--- config.mk ---
export PLATFORM = sky130hd
export DESIGN_NAME = gpio_edge_ctrl
export DESIGN_NICKNAME = d
export VERILOG_FILES = /design/src/rtl/gpio_edge_ctrl.sv
export SDC_FILE = /design/constraint.sdc
export NUM_CORES = 1
export LEC_CHECK = 0
export BUFFER_PORTS_ARGS = -buffer_cell sky130_fd_sc_hd__buf_2
export CAP_MARGIN = 20
export CORE_ASPECT_RATIO = 0.7
export CORE_UTILIZATION = 55
export CTS_BUF_LIST = sky130_fd_sc_hd__clkbuf_16
export CTS_CLUSTER_DIAMETER = 150
export DETAILED_ROUTE_END_ITERATION = 12
export GPL_TIMING_DRIVEN = 0
export PLACE_DENSITY = 0.79
export SETUP_SLACK_MARGIN = 0.4
export SYNTH_ARGS = -nofsm -noshare
export SYNTH_HDL_FRONTEND = slang
export SYNTH_SLANG_ARGS = --single-unit
--- constraint.sdc ---
create_clock -name clk -period 1.5 [get_ports clk]
set_clock_uncertainty 0.05 [all_clocks]
set_input_delay 0.225 -clock clk [delete_from_list [all_inputs] [get_ports clk]]
set_output_delay 0.225 -clock clk [all_outputs]
set_load 0.02 [all_outputs]
--- src/rtl/gpio_edge_ctrl.sv ---
module gpio_edge_ctrl #(
  parameter int NPINS   = 28,
  parameter int NDIRECT = 11,
  parameter int DW      = 32
) (
  input  logic              clk,
  input  logic              rst_n,
  input  logic              bus_sel,
  input  logic              bus_wr,
  input  logic [4:0]        bus_addr,
  input  logic [DW-1:0]     bus_wdata,
  output logic [DW-1:0]     bus_rdata,
  input  logic [NPINS-1:0]  pin_in,
  output logic [NPINS-1:0]  pin_out,
  output logic [NPINS-1:0]  pin_oe,
  output logic [NPINS-1:0]  alt_sel,
  output logic [NDIRECT-1:0] irq_pin,
  output logic              irq_shared
);
  localparam int PADW = DW - NPINS;
  localparam logic [2:0] A_LEVEL = 3'd0, A_DIR = 3'd1, A_SET = 3'd2, A_CLR = 3'd3,
                         A_REN = 3'd4, A_FEN = 3'd5, A_STAT = 3'd6, A_ALT = 3'd7;

  logic [NPINS-1:0] sync1, sync2, hist;
  logic [NPINS-1:0] dir_q, out_q, ren_q, fen_q, stat_q, alt_q;
  logic [NPINS-1:0] wd, hit, w1c;
  logic             wr;

  assign wr  = bus_sel & bus_wr;
  assign wd  = bus_wdata[NPINS-1:0];
  assign hit = (sync2 & ~hist & ren_q) | (~sync2 & hist & fen_q);
  assign w1c = (wr && bus_addr[4:2] == A_STAT) ? wd : '0;

  always_ff @(posedge clk or negedge rst_n) begin
    if (!rst_n) begin
      sync1 <= '0;
      sync2 <= '0;
      hist  <= '0;
    end else begin
      sync1 <= pin_in;
      sync2 <= sync1;
      hist  <= sync2;
    end
  end

  always_ff @(posedge clk or negedge rst_n) begin
    if (!rst_n) begin
      dir_q <= '0;
      out_q <= '0;
      ren_q <= '0;
      fen_q <= '0;
      alt_q <= '0;
    end else if (wr) begin
      case (bus_addr[4:2])
        A_DIR:   dir_q <= wd;
        A_SET:   out_q <= out_q | wd;
        A_CLR:   out_q <= out_q & ~wd;
        A_REN:   ren_q <= wd;
        A_FEN:   fen_q <= wd;
        A_ALT:   alt_q <= wd;
        default: ;
      endcase
    end
  end

  always_ff @(posedge clk or negedge rst_n) begin
    if (!rst_n) begin
      stat_q     <= '0;
      irq_pin    <= '0;
      irq_shared <= 1'b0;
    end else begin
      stat_q     <= (stat_q & ~w1c) | hit;
      irq_pin    <= stat_q[NDIRECT-1:0];
      irq_shared <= |stat_q[NPINS-1:NDIRECT];
    end
  end

  logic [NPINS-1:0] rd;
  always_comb begin
    case (bus_addr[4:2])
      A_LEVEL: rd = sync2;
      A_DIR:   rd = dir_q;
      A_REN:   rd = ren_q;
      A_FEN:   rd = fen_q;
      A_STAT:  rd = stat_q;
      A_ALT:   rd = alt_q;
      default: rd = '0;
    endcase
  end

  assign bus_rdata = {{PADW{1'b0}}, rd};
  assign pin_out   = out_q;
  assign pin_oe    = dir_q;
  assign alt_sel   = alt_q;
endmodule


Word level (Yosys, flattened, before mapping)
Cells that the tools add are included.
{"block": "word_totals", "regBits": 264, "input_bits": 69, "output_inout_bits": 128}
{"block": "op_classes", "eq_ne": 7, "muxes": 3, "n_bitwise": 14, "n_reduce_logical": 9}
{"cell": "28-bit bitwise AND", "n": 6}
{"cell": "28-bit case mux with 6 select lines", "n": 1}
{"cell": "28-bit inverter", "n": 4}
{"cell": "28-bit OR", "n": 3}
{"cell": "28-bit case mux with 2 select lines", "n": 1}
{"cell": "28-bit two-way mux", "n": 1}
{"cell": "17-bit OR reduction", "n": 1}
{"cell": "3-bit equality test (second input constant)", "n": 4}
{"cell": "2-bit AND reduction", "n": 5}
{"cell": "3-bit by 2-bit equality test with 1-bit output (second input constant)", "n": 2}
{"cell": "3-bit by 1-bit equality test with 1-bit output (second input constant)", "n": 1}
{"cell": "3-bit zero test", "n": 1}
{"cell": "2-bit nonzero test", "n": 1}
{"cell": "1-bit bitwise AND", "n": 1}
{"cell": "1-bit logical AND", "n": 1}

Longest topological paths before layout
Gate-level depths: netlist (run 1).
{"block": "depth", "depth_word": 6, "depth_mapped": 6, "mapped_depth_nobuf": 3}

Worst setup path after synthesis (run 1)
Ideal clock, no wire load.
{"block": "synth_timing", "path_kind": "input-to-output", "from": "input bus_addr[4]", "to": "output bus_rdata[20]", "t_arrival_ns": 1.355, "slack_ns": -0.130, "cell_stages": 6, "path_buffers": 3, "path_cell_list": "buf_4 > buf_2 > buf_2 > nor3b_1 > a21oi_1 > o2bb2ai_1"}
{"block": "synth_between", "elab_chain_cells": 2, "elab_cells_between_ends": 7, "classes_between": "5 x eq/ne; 1 x mux; 1 x reduce/logical"}
{"element": "from (decl)", "line": "10", "source": "input logic [4:0] bus_addr,"}
{"element": "3-bit equality test, or another cell as far along", "line": "80", "source": "case (bus_addr[4:2])"}
{"element": "28-bit case mux with 6 select lines *", "line": "80"}
{"element": "to (decl)", "line": "12", "source": "output logic [DW-1:0] bus_rdata,"}
Mark *: on every way between the ends. The rest lies on a longest branch, timed or not.

Worst setup path in the final report (run 1)
{"block": "layout_timing", "from": "register alt_q[8], in the netlist alt_sel[8]", "to": "output bus_rdata[8]"}
{"block": "layout_between", "elab_chain_cells": 1}
{"element": "from (decl)", "line": "25", "source": "logic [NPINS-1:0] dir_q, out_q, ren_q, fen_q, stat_q, alt_q;"}
{"element": "from (signal assigned)", "line": "60", "source": "A_ALT: alt_q <= wd;"}
{"element": "28-bit case mux with 6 select lines", "line": "80"}
Every way passes these cells.

==> run_results.csv, run 1 <==
group,metric,value,unit
drt,via_per_inst,5.98,
global_route,overflow,0,
placed_design,place_congestion,0.860,
setup_path,crit_slowest_cell,"mux4_2",
power_and_ir_drop,max-vdd-ir-drop,0.895,mV
global_route,grt_pass1_vias,9334,
power_and_ir_drop,p_sw_frac,0.302,
floorplan,die_h,120,µm
drt,drt_drc_violations_left,0,
setup_path,reg2reg_to,"irq_shared$_DFF_PN0_",
layout,final_cells,1516,
sta,timing.fmax,490,MHz
global_route,grt_max_degree,74,
synth,synth_seq_area_share,0.602,
setup_path,reg2regPathDepth,5,
setup_path,rr_startpoint,"stat_q[23]$_DFF_PN0_",
sta,finalCritPeriodShare,1.36,
setup_path,worstSetupEndpointType,"output pin",
synth,synth-edff-count,0,
placed_design,portBuffers,185,
floorplan,coreArea,0.0192,mm²
layout,nets,1304,
synth,synth_ff_type,"dfrtp_1",
sta,rsz0062_at_grt,"true",
drt,drt-initial-drc-count,926,
sta,finalCriticalPeriod,2.04,ns
synth,ys_ff_latch,264,
clock_tree,path_clk_slew,0.07,ns
power_and_ir_drop,power.leakage,0.00767,µW
layout,multiInputGateArea,0.00454,mm²
synth,synthTopCellsByArea,"dfrtp_1 (60%), mux2_2 (12%), mux2i_1 (5.9%)",
clock_tree,clock_latency,0.52,ns
synth,yosysTopAreaCell,"dfrtp_1",
setup_path,critPathKind,"flop to output pin",
worst_hold_path,hp-class,"input pin to asynchronous set/reset pin",
sta,hold_viol_final,143,
placed_design,place_inst,1304,
setup_path,cp_num_cells,3,
setup_path,ff2ff_setup_slack,-0.15,ns
drt,wl,37100,µm
setup_path,crit_path_start,"alt_sel[8]$_DFFE_PN0P_",
synth,synth.most_common_cell,"dfrtp_1",
floorplan,core.rowCount,42,
synth,avgSynthCellArea,12.9,µm²
drt,drt_pre_antenna_iters,5,
run_status,outcome,"finished with violations",
sta,setup_viol,43,
setup_path,cp_cell_sequence,"mux4_2 -> a22o_4 -> buf_6",
layout,final-seq-area,0.00661,mm²
drt,post_drt_wl_per_cell,24.5,µm
setup_path,setup.worst_path.start_class,"flop",
power_and_ir_drop,power.total,21900,µW
layout,final_util,0.847,
sta,worst_slack,-0.539,ns
setup_path,cp.buffers_inverters,1,
setup_path,cp_top_family,"multiplexers",
clock_tree,clockBufferDepth,3,
power_and_ir_drop,power.switching,6630,µW
clock_tree,cts_tree,"yes",
synth,yosysUniqueCellTypes,41,
clock_tree,cts-root-buf,"clkbuf_16",
power_and_ir_drop,p_clk_frac,0.274,
sta,maxSlewViolCount,0,
layout,drive_above_1_share,0.465,
setup_path,critPathRequiredTime,1.22,ns
power_and_ir_drop,power.internal,15300,µW
setup_path,cp-endpoint,"bus_rdata[8]",
placed_design,post-place-ws,-0.553,ns
floorplan,start_util,0.570,
clock_tree,cts.sinks,264,
global_route,grt_pass1_wl,54200,µm
setup_path,crit_arrival,1.76,ns
placed_design,hpwl,19900,µm
layout,fillers,918,
global_route,grt_use_total,0.357,
layout,area_growth,48.5,%
power_and_ir_drop,pwr-share-seq,0.421,
floorplan,dieArea,0.0205,mm²
floorplan,fp.dieW,171,µm
synth,synthCells,850,
drt,num_vias,9065,
setup_path,slowest_delay,0.48,ns
power_and_ir_drop,p_comb_frac,0.305,
synth,syn_area,0.0110,mm²
job,drv_cap,0,
run_status,violations,"hold timing, setup timing",
synth,yosysWarnings,0,
global_route,antenna_found_initial,1,
clock_tree,hold_buffers,55,
drt,detail-route-antenna-nets,0,
synth,synth_common_cells,"dfrtp_1 (264), mux2_2 (117), nand2_1 (79)",
sta,holdWs,-0.448,ns
setup_path,worstPathMaxFanout,2,
clock_tree,cts_made_buffers,24,
floorplan,io_pins,197,
synth,synth_top_area_frac,0.602,
clock_tree,h-tree-depth,1,
power_and_ir_drop,p_per_area,1350,mW/mm²
synth,async_reset_ff_frac,1.00,
cell type report:
cell class / instances / share of cell area
clock buffer: 25 / 0.0384
timing repair buffer: 356 / 0.208
clock inverter: 17 / 0.00760
tap: 264 / 0.0203
sequential: 264 / 0.406
inverter: 29 / 0.00668
buffer: 53 / 0.0347
multi-input combinational: 507 / 0.278
antenna: 1 / 0.000154
cells by family (layout without fill, tap and decap cells):
logic type	count (synthesis)	after routing	synth area share
compound gates	146	146	0.0912
buf+inv	82	480	0.0376
flops	264	264	0.602
mux	185	185	0.184
other cells	1	5	0.000342
simple gates	172	172	0.0851
how the worst min path moves through the flow:
stage | startpoint | end | slack (ns) | cells after the start
2_1_floorplan | rst_n | asynchronous set/reset pin | -0.12 | 0
3_3_place_gp | sync1[25]$_DFF_PN0_ | sync2[25]$_DFF_PN0_ | 0.28 | 0
3_5_place_dp | rst_n | irq_pin[7]$_DFF_PN0_ | 0.17 | 1
4_1_cts | rst_n | irq_pin[7]$_DFF_PN0_ | -0.38 | 1
5_1_grt | rst_n | alt_sel[16]$_DFFE_PN0P_ | -0.43 | 1
6_report | rst_n | asynchronous set/reset pin | -0.45 | 1
per-layer routing:
layer,track usage,part of all wire,vias up
met1,0.487,0.39,4574
li1,-,-,3797
met3,0.0749,0.098,117
met2,0.567,0.47,577
met4,0.129,0.037,0
met5,0,0,-
metrics by stage:
step	setup TNS [ns]	cell area, µm²
finish	-10.90	16300
global route	-12.32	16300
CTS	-9.52	15800
detailed placement	-52.11	12900
global placement	-1219.32	12900
floorplan	0	11600
power groups by stage:
stage               Combinational, µW  Sequential [µW]  Clock (µW)
finish                           6690             9230        6020
global route                     7020             9320        6330
CTS                              5970             9110        6020
detailed placement               4200             9210           0
global placement                 4070             9170           0
floorplan                        2070             9680           0
cells in the final DEF, fill, tap and decap left out, types with 3 or more instances in the layout:
cell             n
a21oi_1         11
o2bb2ai_2        4
nand3_1         19
inv_1           33
buf_4           86
clkbuf_2         6
o211ai_1        12
buf_16           3
a21oi_2          4
buf_6          175
a22oi_1         11
nand2_1         54
buf_12           9
nor4_4           3
a32o_2           8
mux2_4          69
buf_2           63
buf_8            7
a211o_1         12
dlygate4sd3_1   55
clkinv_1         7
a21o_1          36
clkbuf_16       25
clkinv_2         3
nand3_2         13
o21ai_0         31
mux2_2          49
nand2_2         25
mux2i_1         65
dfrtp_1        262
nand3b_1        37
o21ai_1          9
conb_1           4
nor3b_2          3
what timing repair did:
action	in CTS	in global routing
pin swaps	37	10
setup buffers	77	34
setup endpoints to repair	252	228
cloned	3	0
resized for setup	286	71
endpoints found under the hold margin	186	72
No activity file was read; power rests on OpenSTA's default activity.
==> run 2: changes to the inputs <==
--- a/config.mk
+++ b/config.mk
@@ -5,6 +5,7 @@
 export SDC_FILE = /design/constraint.sdc
 export NUM_CORES = 1
 export LEC_CHECK = 0
+export ABC_AREA = 1
 export BUFFER_PORTS_ARGS = -buffer_cell sky130_fd_sc_hd__buf_2
 export CAP_MARGIN = 20
 export CORE_ASPECT_RATIO = 0.7
==> run 2 against run 1 <==
  * The flow finishes with violations (setup timing)
  * Wire length up 14%
  * Total power down 4.0%
  * Critical endpoint is now bus_rdata[11]
  * First-iteration DRC count up 94%
  * Final cell count up 29%
  * Clock power down 3.3%
  * Utilization down 3.0 points
  * Sequential power down 2%
  * Highest routed layer unchanged
  * Design area down 0.14%
  * Synthesized cell count up 50%
  * Register-to-register slack better by 0.45 ns
  * Largest cell class unchanged
==> run_results.csv, run 2 <==
group,metric,value,unit
run_status,outcome,"finished with violations",
run_status,violations,"setup timing",
global_route,antenna_found_initial,0,
job,drv_cap,0,
worst_hold_path,hp-class,"input pin to asynchronous set/reset pin",
layout,mostFrequentLayoutCells,"nand2_1 (329), dfrtp_1 (262), buf_6 (199), buf_4 (98), inv_1 (98)",
global_route,use_met2,0.596,
setup_path,critPathKind,"flop to output pin",
synth,syn_area,0.0113,mm²
layout,diodes,0,
sta,finalCriticalPeriod,1.79,ns
global_route,grt_pass1_vias,11258,
power_and_ir_drop,power.switching,6880,µW
setup_path,worstPathMaxFanout,2,
power_and_ir_drop,p_clk_frac,0.277,
drt,drt_pre_antenna_iters,6,
setup_path,critPathRequiredTime,1.22,ns
floorplan,io_pins,197,
layout,final_util,0.817,
floorplan,core.rowCount,43,
clock_tree,cts_made_buffers,25,
drt,num_vias,11940,
clock_tree,clockBufferDepth,3,
global_route,grt_use_total,0.385,
drt,detail-route-antenna-nets,0,
placed_design,post-place-ws,-0.258,ns
power_and_ir_drop,p_per_area,1290,mW/mm²
power_and_ir_drop,power.leakage,0.00801,µW
sta,rsz0062_at_grt,"true",
floorplan,die_h,122,µm
floorplan,fp.dieW,173,µm
global_route,busiest_layer,"met2",
global_route,overflow,0,
synth,synth.most_common_cell,"nand2_1",
global_route,met1_usage,0.518,
synth,synth_common_cells,"nand2_1 (367), dfrtp_1 (264), nor2_1 (113)",
sta,finalCritPeriodShare,1.20,
synth,synthCells,1278,
synth,synth_ff_type,"dfrtp_1",
synth,ys_ff_latch,264,
synth,synthTopCellsByArea,"dfrtp_1 (59%), nand2_1 (12%), nand4_1 (4.7%)",
floorplan,start_util,0.565,
drt,drt-initial-drc-count,1800,
sta,relSlewSlack,0.575,
floorplan,coreArea,0.0199,mm²
power_and_ir_drop,p_sw_frac,0.327,
synth,synth_seq_area_share,0.587,
synth,yosysTopAreaCell,"dfrtp_1",
sta,tns,-6.97,ns
layout,final_common_cell,"nand2_1",
drt,drt_drc_violations_left,0,
placed_design,place_congestion,0.928,
placed_design,hpwl,23700,µm
synth,yosysUniqueCellTypes,27,
setup_path,slowest_delay,0.45,ns
clock_tree,cts_tree,"yes",
power_and_ir_drop,max-vdd-ir-drop,0.860,mV
setup_path,crit_arrival,1.52,ns
sta,worst_slack,-0.293,ns
synth,async_reset_ff_frac,1.00,
setup_path,worstSetupEndpointType,"output pin",
global_route,use_met3,0.0986,
sta,hold_viol_final,0,
layout,area_growth,44.5,%
power_and_ir_drop,power.internal,14200,µW
layout,drive_above_1_share,0.314,
global_route,grt_pass1_wl,61400,µm
power_and_ir_drop,pwr-share-seq,0.430,
clock_tree,path_clk_slew,0.06,ns
setup_path,setup.worst_path.start_class,"flop",
clock_tree,clock_latency,0.54,ns
global_route,grt_max_degree,129,
clock_tree,h-tree-depth,1,
setup_path,crit_slowest_cell,"dfrtp_2",
power_and_ir_drop,p_comb_frac,0.293,
sta,timing.fmax,558,MHz
sta,max_slew.worst_pin.slew,0.637,ns
placed_design,portBuffers,183,
synth,synth_top_area_frac,0.587,
synth,yosysWarnings,0,
setup_path,cp_cell_sequence,"nand3_2 -> nand2_2 -> nor2_4 -> nand2_2 -> buf_4",
clock_tree,cts-root-buf,"clkbuf_16",
clock_tree,cts.sinks,264,
power_and_ir_drop,power.total,21000,µW
sta,setup_viol,37,
setup_path,cp_common_cell,"nand2_2",
drt,via_per_inst,6.10,
layout,fillers,1126,
drt,post_drt_wl_per_cell,21.7,µm
synth,avgSynthCellArea,8.81,µm²
sta,maxSlewViolCount,0,
drt,wl,42500,µm
layout,nets,1739,
synth,synth-edff-count,0,
floorplan,dieArea,0.0211,mm²
## run 2: cell count changes after synthesis, moves of 19 or more
cell / before / now
o21ai_1: 0 / 25
o21ai_0: 41 / 71
nor2_1: 2 / 113
mux2i_1: 65 / 0
nand4_1: 1 / 85
a21o_1: 36 / 0
buf_2: 24 / 43
nand2_1: 79 / 367
nand3b_1: 37 / 0
inv_1: 29 / 93
o21ai_2: 0 / 20
a21oi_1: 16 / 52
mux2_2: 117 / 0
nand3_1: 32 / 93
## run 2: area by class of cell
type / count / area (µm²) / area share
clock inverter: 18 / 85.1 / 0.00523
clock buffer: 25 / 626 / 0.0385
inverter: 97 / 374 / 0.0230
tap: 270 / 338 / 0.0208
multi-input combinational: 839 / 4090 / 0.251
timing repair buffer: 362 / 3410 / 0.210
sequential: 264 / 6610 / 0.406
buffer: 81 / 737 / 0.0453
## run 2: worst max-delay path, delay by kind of cell, from the launching register on
| kind | cells | cell delay (ns) |
|---|---|---|
| AND/OR/NAND/NOR | 4 | 0.38 |
| flip-flops | 1 | 0.45 |
| buffers and inverters | 1 | 0.16 |
## run 2: cells by family after synthesis
group / synth area share
AND/OR/NAND/NOR: 0.256
other: 0.000333
flip-flops: 0.587
AO/OA/AOI/OAI: 0.0820
buffers and inverters: 0.0749
## run 2: worst paths after layout
kind | from | to | slack (ns) | cells after the start
min in group clk | bus_addr[2] | stat_q[6]$_DFF_PN0_ | 0.20 | 7
max in group asynchronous | rst_n | sync1[5]$_DFF_PN0_ | 0.64 | 3
worst min-delay path | rst_n | stat_q[9]$_DFF_PN0_ | 0.11 | 2
worst max register to register | fen_q[23]$_DFFE_PN0P_ | stat_q[23]$_DFF_PN0_ | 0.30 | 6
worst min register to register | sync1[5]$_DFF_PN0_ | sync2[5]$_DFF_PN0_ | 0.29 | 0
worst max-delay path | sync2[11]$_DFF_PN0_ | bus_rdata[11] | -0.29 | 5
## run 2: timing repair
action | 4_1_cts | 5_1_grt
gates resized for setup | 299 | 61
cloned | 0 | 2
endpoints found under the setup margin | 127 | 370
endpoints found under the hold margin | 389 | 0
hold buffers | 57 | 0
pin swaps | 101 | 77
buffers inserted | 80 | 38
## run 2: routing by layer
metal  vias to the layer above  part of all wire
met5                         -                 0
li1                       4935                 -
met2                      1081              0.45
met3                       239              0.14
met1                      5685              0.37
met4                         0             0.047
## run 2: per-stage QoR
stage / instances / hold WS (ns) / area (µm²)
floorplan: 1281 / -0.121 / 11600
global placement: 1734 / 0.282 / 12900
detailed placement: 1736 / 0.0436 / 12900
CTS: 1916 / 0.101 / 15700
global route: 1956 / 0.148 / 16300
finish: 1956 / 0.115 / 16300
## run 2: power by group through the flow
| stage | clock network [µW] | logic [µW] | registers, µW |
|---|---|---|---|
| 2_1_floorplan | 0 | 1720 | 9530 |
| 3_3_place_gp | 0 | 3630 | 9060 |
| 3_5_place_dp | 0 | 3750 | 9080 |
| 4_1_cts | 5710 | 5460 | 8960 |
| 5_1_grt | 6010 | 6510 | 9110 |
| 6_report | 5820 | 6170 | 9050 |
==> run 3: changes to the inputs <==
--- a/config.mk
+++ b/config.mk
@@ -9,12 +9,12 @@
 export BUFFER_PORTS_ARGS = -buffer_cell sky130_fd_sc_hd__buf_2
 export CAP_MARGIN = 20
 export CORE_ASPECT_RATIO = 0.7
-export CORE_UTILIZATION = 55
+export CORE_UTILIZATION = 50
 export CTS_BUF_LIST = sky130_fd_sc_hd__clkbuf_16
 export CTS_CLUSTER_DIAMETER = 150
 export DETAILED_ROUTE_END_ITERATION = 12
 export GPL_TIMING_DRIVEN = 0
-export PLACE_DENSITY = 0.79
+export PLACE_DENSITY = 0.72
 export SETUP_SLACK_MARGIN = 0.4
 export SYNTH_ARGS = -nofsm -noshare
 export SYNTH_HDL_FRONTEND = slang
==> run 3 against run 2 <==
  * Setup slack improved by 0.011 ns
  * Total power increased by 2.6%
  * Highest routed layer unchanged
  * Via count decreased by 4.7%
  * Critical endpoint unchanged
  * The run ends with hold timing, setup timing left
  * Largest power group unchanged
==> run_results.csv, run 3 (same netlist as run 2, synthesis figures left out) <==
group,metric,value,unit
power_and_ir_drop,power.leakage,0.00805,µW
clock_tree,cts_made_buffers,25,
sta,setup_viol,40,
setup_path,cp-endpoint,"bus_rdata[11]",
sta,maxSlewViolCount,0,
drt,drt-initial-drc-count,1455,
setup_path,crit_arrival,1.51,ns
clock_tree,hold_buffers,56,
sta,holdWs,-0.416,ns
layout,final_cells,1977,
run_status,violations,"hold timing, setup timing",
floorplan,io_pins,197,
sta,worst_slack,-0.282,ns
power_and_ir_drop,power.switching,6670,µW
worst_hold_path,hp-class,"input pin to asynchronous set/reset pin",
setup_path,crit_path_start,"bus_addr[2]",
sta,hold_viol_final,64,
floorplan,dieArea,0.0231,mm²
placed_design,portBuffers,183,
floorplan,fp.dieW,181,µm
setup_path,critPathRequiredTime,1.22,ns
sta,finalCriticalPeriod,1.78,ns
layout,final-seq-area,0.00661,mm²
drt,wl,40000,µm
global_route,antenna_found_initial,1,
layout,nets,1747,
global_route,grt_pass1_wl,60200,µm
sta,rsz0062_at_grt,"true",
clock_tree,cts-root-buf,"clkbuf_16",
layout,multiInputGateArea,0.00405,mm²
global_route,grt_max_degree,122,
setup_path,ff2ff_setup_slack,0.31,ns
power_and_ir_drop,p_sw_frac,0.309,
clock_tree,h-tree-depth,1,
placed_design,place_congestion,0.919,
run_status,outcome,"finished with violations",
drt,post_drt_wl_per_cell,20.2,µm
setup_path,critPathKind,"input pin to output pin",
setup_path,setup.worst_path.start_class,"input pin",
layout,fillers,1494,
setup_path,worstPathMaxFanout,10,
setup_path,cp_num_cells,7,
setup_path,rr_startpoint,"stat_q[26]$_DFF_PN0_",
global_route,overflow,0,
floorplan,start_util,0.514,
global_route,grt_pass1_vias,10796,
setup_path,reg2reg_to,"irq_shared$_DFF_PN0_",
setup_path,reg2regPathDepth,4,
power_and_ir_drop,p_per_area,1320,mW/mm²
clock_tree,cts_tree,"yes",
clock_tree,clockBufferDepth,3,
layout,diodes,0,
power_and_ir_drop,pwr-share-seq,0.417,
layout,drive_above_1_share,0.316,
layout,mostFrequentLayoutCells,"nand2_1 (332), dfrtp_1 (262), buf_6 (205), buf_4 (103), inv_1 (91)",
clock_tree,path_clk_slew,0.06,ns
floorplan,die_h,128,µm
sta,max_slew.worst_pin.slew,0.734,ns
clock_tree,cts.sinks,264,
power_and_ir_drop,p_comb_frac,0.284,
setup_path,crit_slowest_cell,"buf_1",
job,drv_cap,0,
setup_path,cp_top_family,"buffers and inverters",
sta,tns,-6.47,ns
global_route,grt_use_total,0.343,
placed_design,hpwl,24000,µm
sta,finalCritPeriodShare,1.19,
power_and_ir_drop,max-vdd-ir-drop,0.826,mV
sta,relSlewSlack,0.511,
power_and_ir_drop,p_clk_frac,0.299,
drt,via_per_inst,5.75,
drt,detail-route-antenna-nets,0,
placed_design,place_inst,1748,
setup_path,cp_common_cell,"nand2_2",
setup_path,cp.buffers_inverters,3,
floorplan,coreArea,0.0219,mm²
layout,final_common_cell,"nand2_1",
setup_path,cp_cell_sequence,"buf_12 -> buf_1 -> nand4_1 -> nand2_2 -> nor2_2 -> nand2_2 -> buf_6",
drt,drt_pre_antenna_iters,6,
setup_path,slowest_delay,0.56,ns
floorplan,core.rowCount,45,
sta,timing.fmax,561,MHz
clock_tree,clock_latency,0.53,ns
drt,drt_drc_violations_left,0,
drt,num_vias,11373,
setup_path,worstSetupEndpointType,"output pin",
layout,area_growth,45.7,%
power_and_ir_drop,power.internal,14900,µW
-- run 3: changes by cell type in the layout (fill, tap and decap cells not counted), sizes merged --
cell / previous run / this run
buf: 372 / 384
bufinv: 0 / 4
clkbuf: 39 / 36
clkinv: 9 / 11
clkinvlp: 1 / 2
dlygate4sd3: 57 / 56
inv: 105 / 99
-- run 3: how the worst min path moves through the flow --
stage / cells after the start / endpoint / slack [ns] / start
final: 1 / asynchronous set/reset pin / -0.42 / rst_n
after global routing: 1 / sync2[9]$_DFF_PN0_ / -0.38 / rst_n
after CTS: 1 / sync2[9]$_DFF_PN0_ / -0.40 / rst_n
after detailed placement: 1 / asynchronous set/reset pin / 0.15 / rst_n
after global placement: 0 / sync2[25]$_DFF_PN0_ / 0.28 / sync1[25]$_DFF_PN0_
after floorplan: 0 / asynchronous set/reset pin / -0.12 / rst_n
-- run 3: area by class of cell --
type / count / area share
repair buffers: 370 / 0.211
well taps: 282 / 0.0215
clock buffers: 25 / 0.0382
flip-flops and latches: 264 / 0.403
clock inverters: 19 / 0.0116
multi-input cells: 839 / 0.247
inverters: 97 / 0.0230
plain buffers: 81 / 0.0448
-- run 3: timing repair --
item | CTS | global route
resized for setup | 307 | 53
setup buffers | 85 | 44
pin swaps | 116 | 54
endpoints found under the setup margin | 127 | 146
endpoints found under the hold margin | 183 | 64
-- run 3: metal layers --
layer / part of all wire / GRT usage / wire length (µm)
met3: 0.13 / 0.0730 / 5140
met5: 0 / 0 / 0
met2: 0.43 / 0.514 / 17400
met4: 0.038 / 0.139 / 1540
met1: 0.40 / 0.489 / 15900
-- run 3: power by group through the flow --
stage                     combinational [µW]  sequential (µW)  clock, µW
after floorplan                         1720             9530          0
after detailed placement                3740             9090          0
after global placement                  3650             9070          0
final                                   6140             9010       6450
after CTS                               5550             8950       6470
after global routing                    6530             9090       6810
-- run 3: through the flow --
step	util	total power, µW	hold slack, ns	cell area [µm²]	worst slack [ns]
floorplan	-	11200	-0.121	11600	0.239
global placement	0.588	12700	0.282	12900	-4.60
detailed placement	0.591	12800	0.153	12900	-0.182
global route	0.749	22400	-0.376	16400	-0.273
finish	0.749	21600	-0.416	16400	-0.282
CTS	0.727	21000	-0.400	15900	-0.213
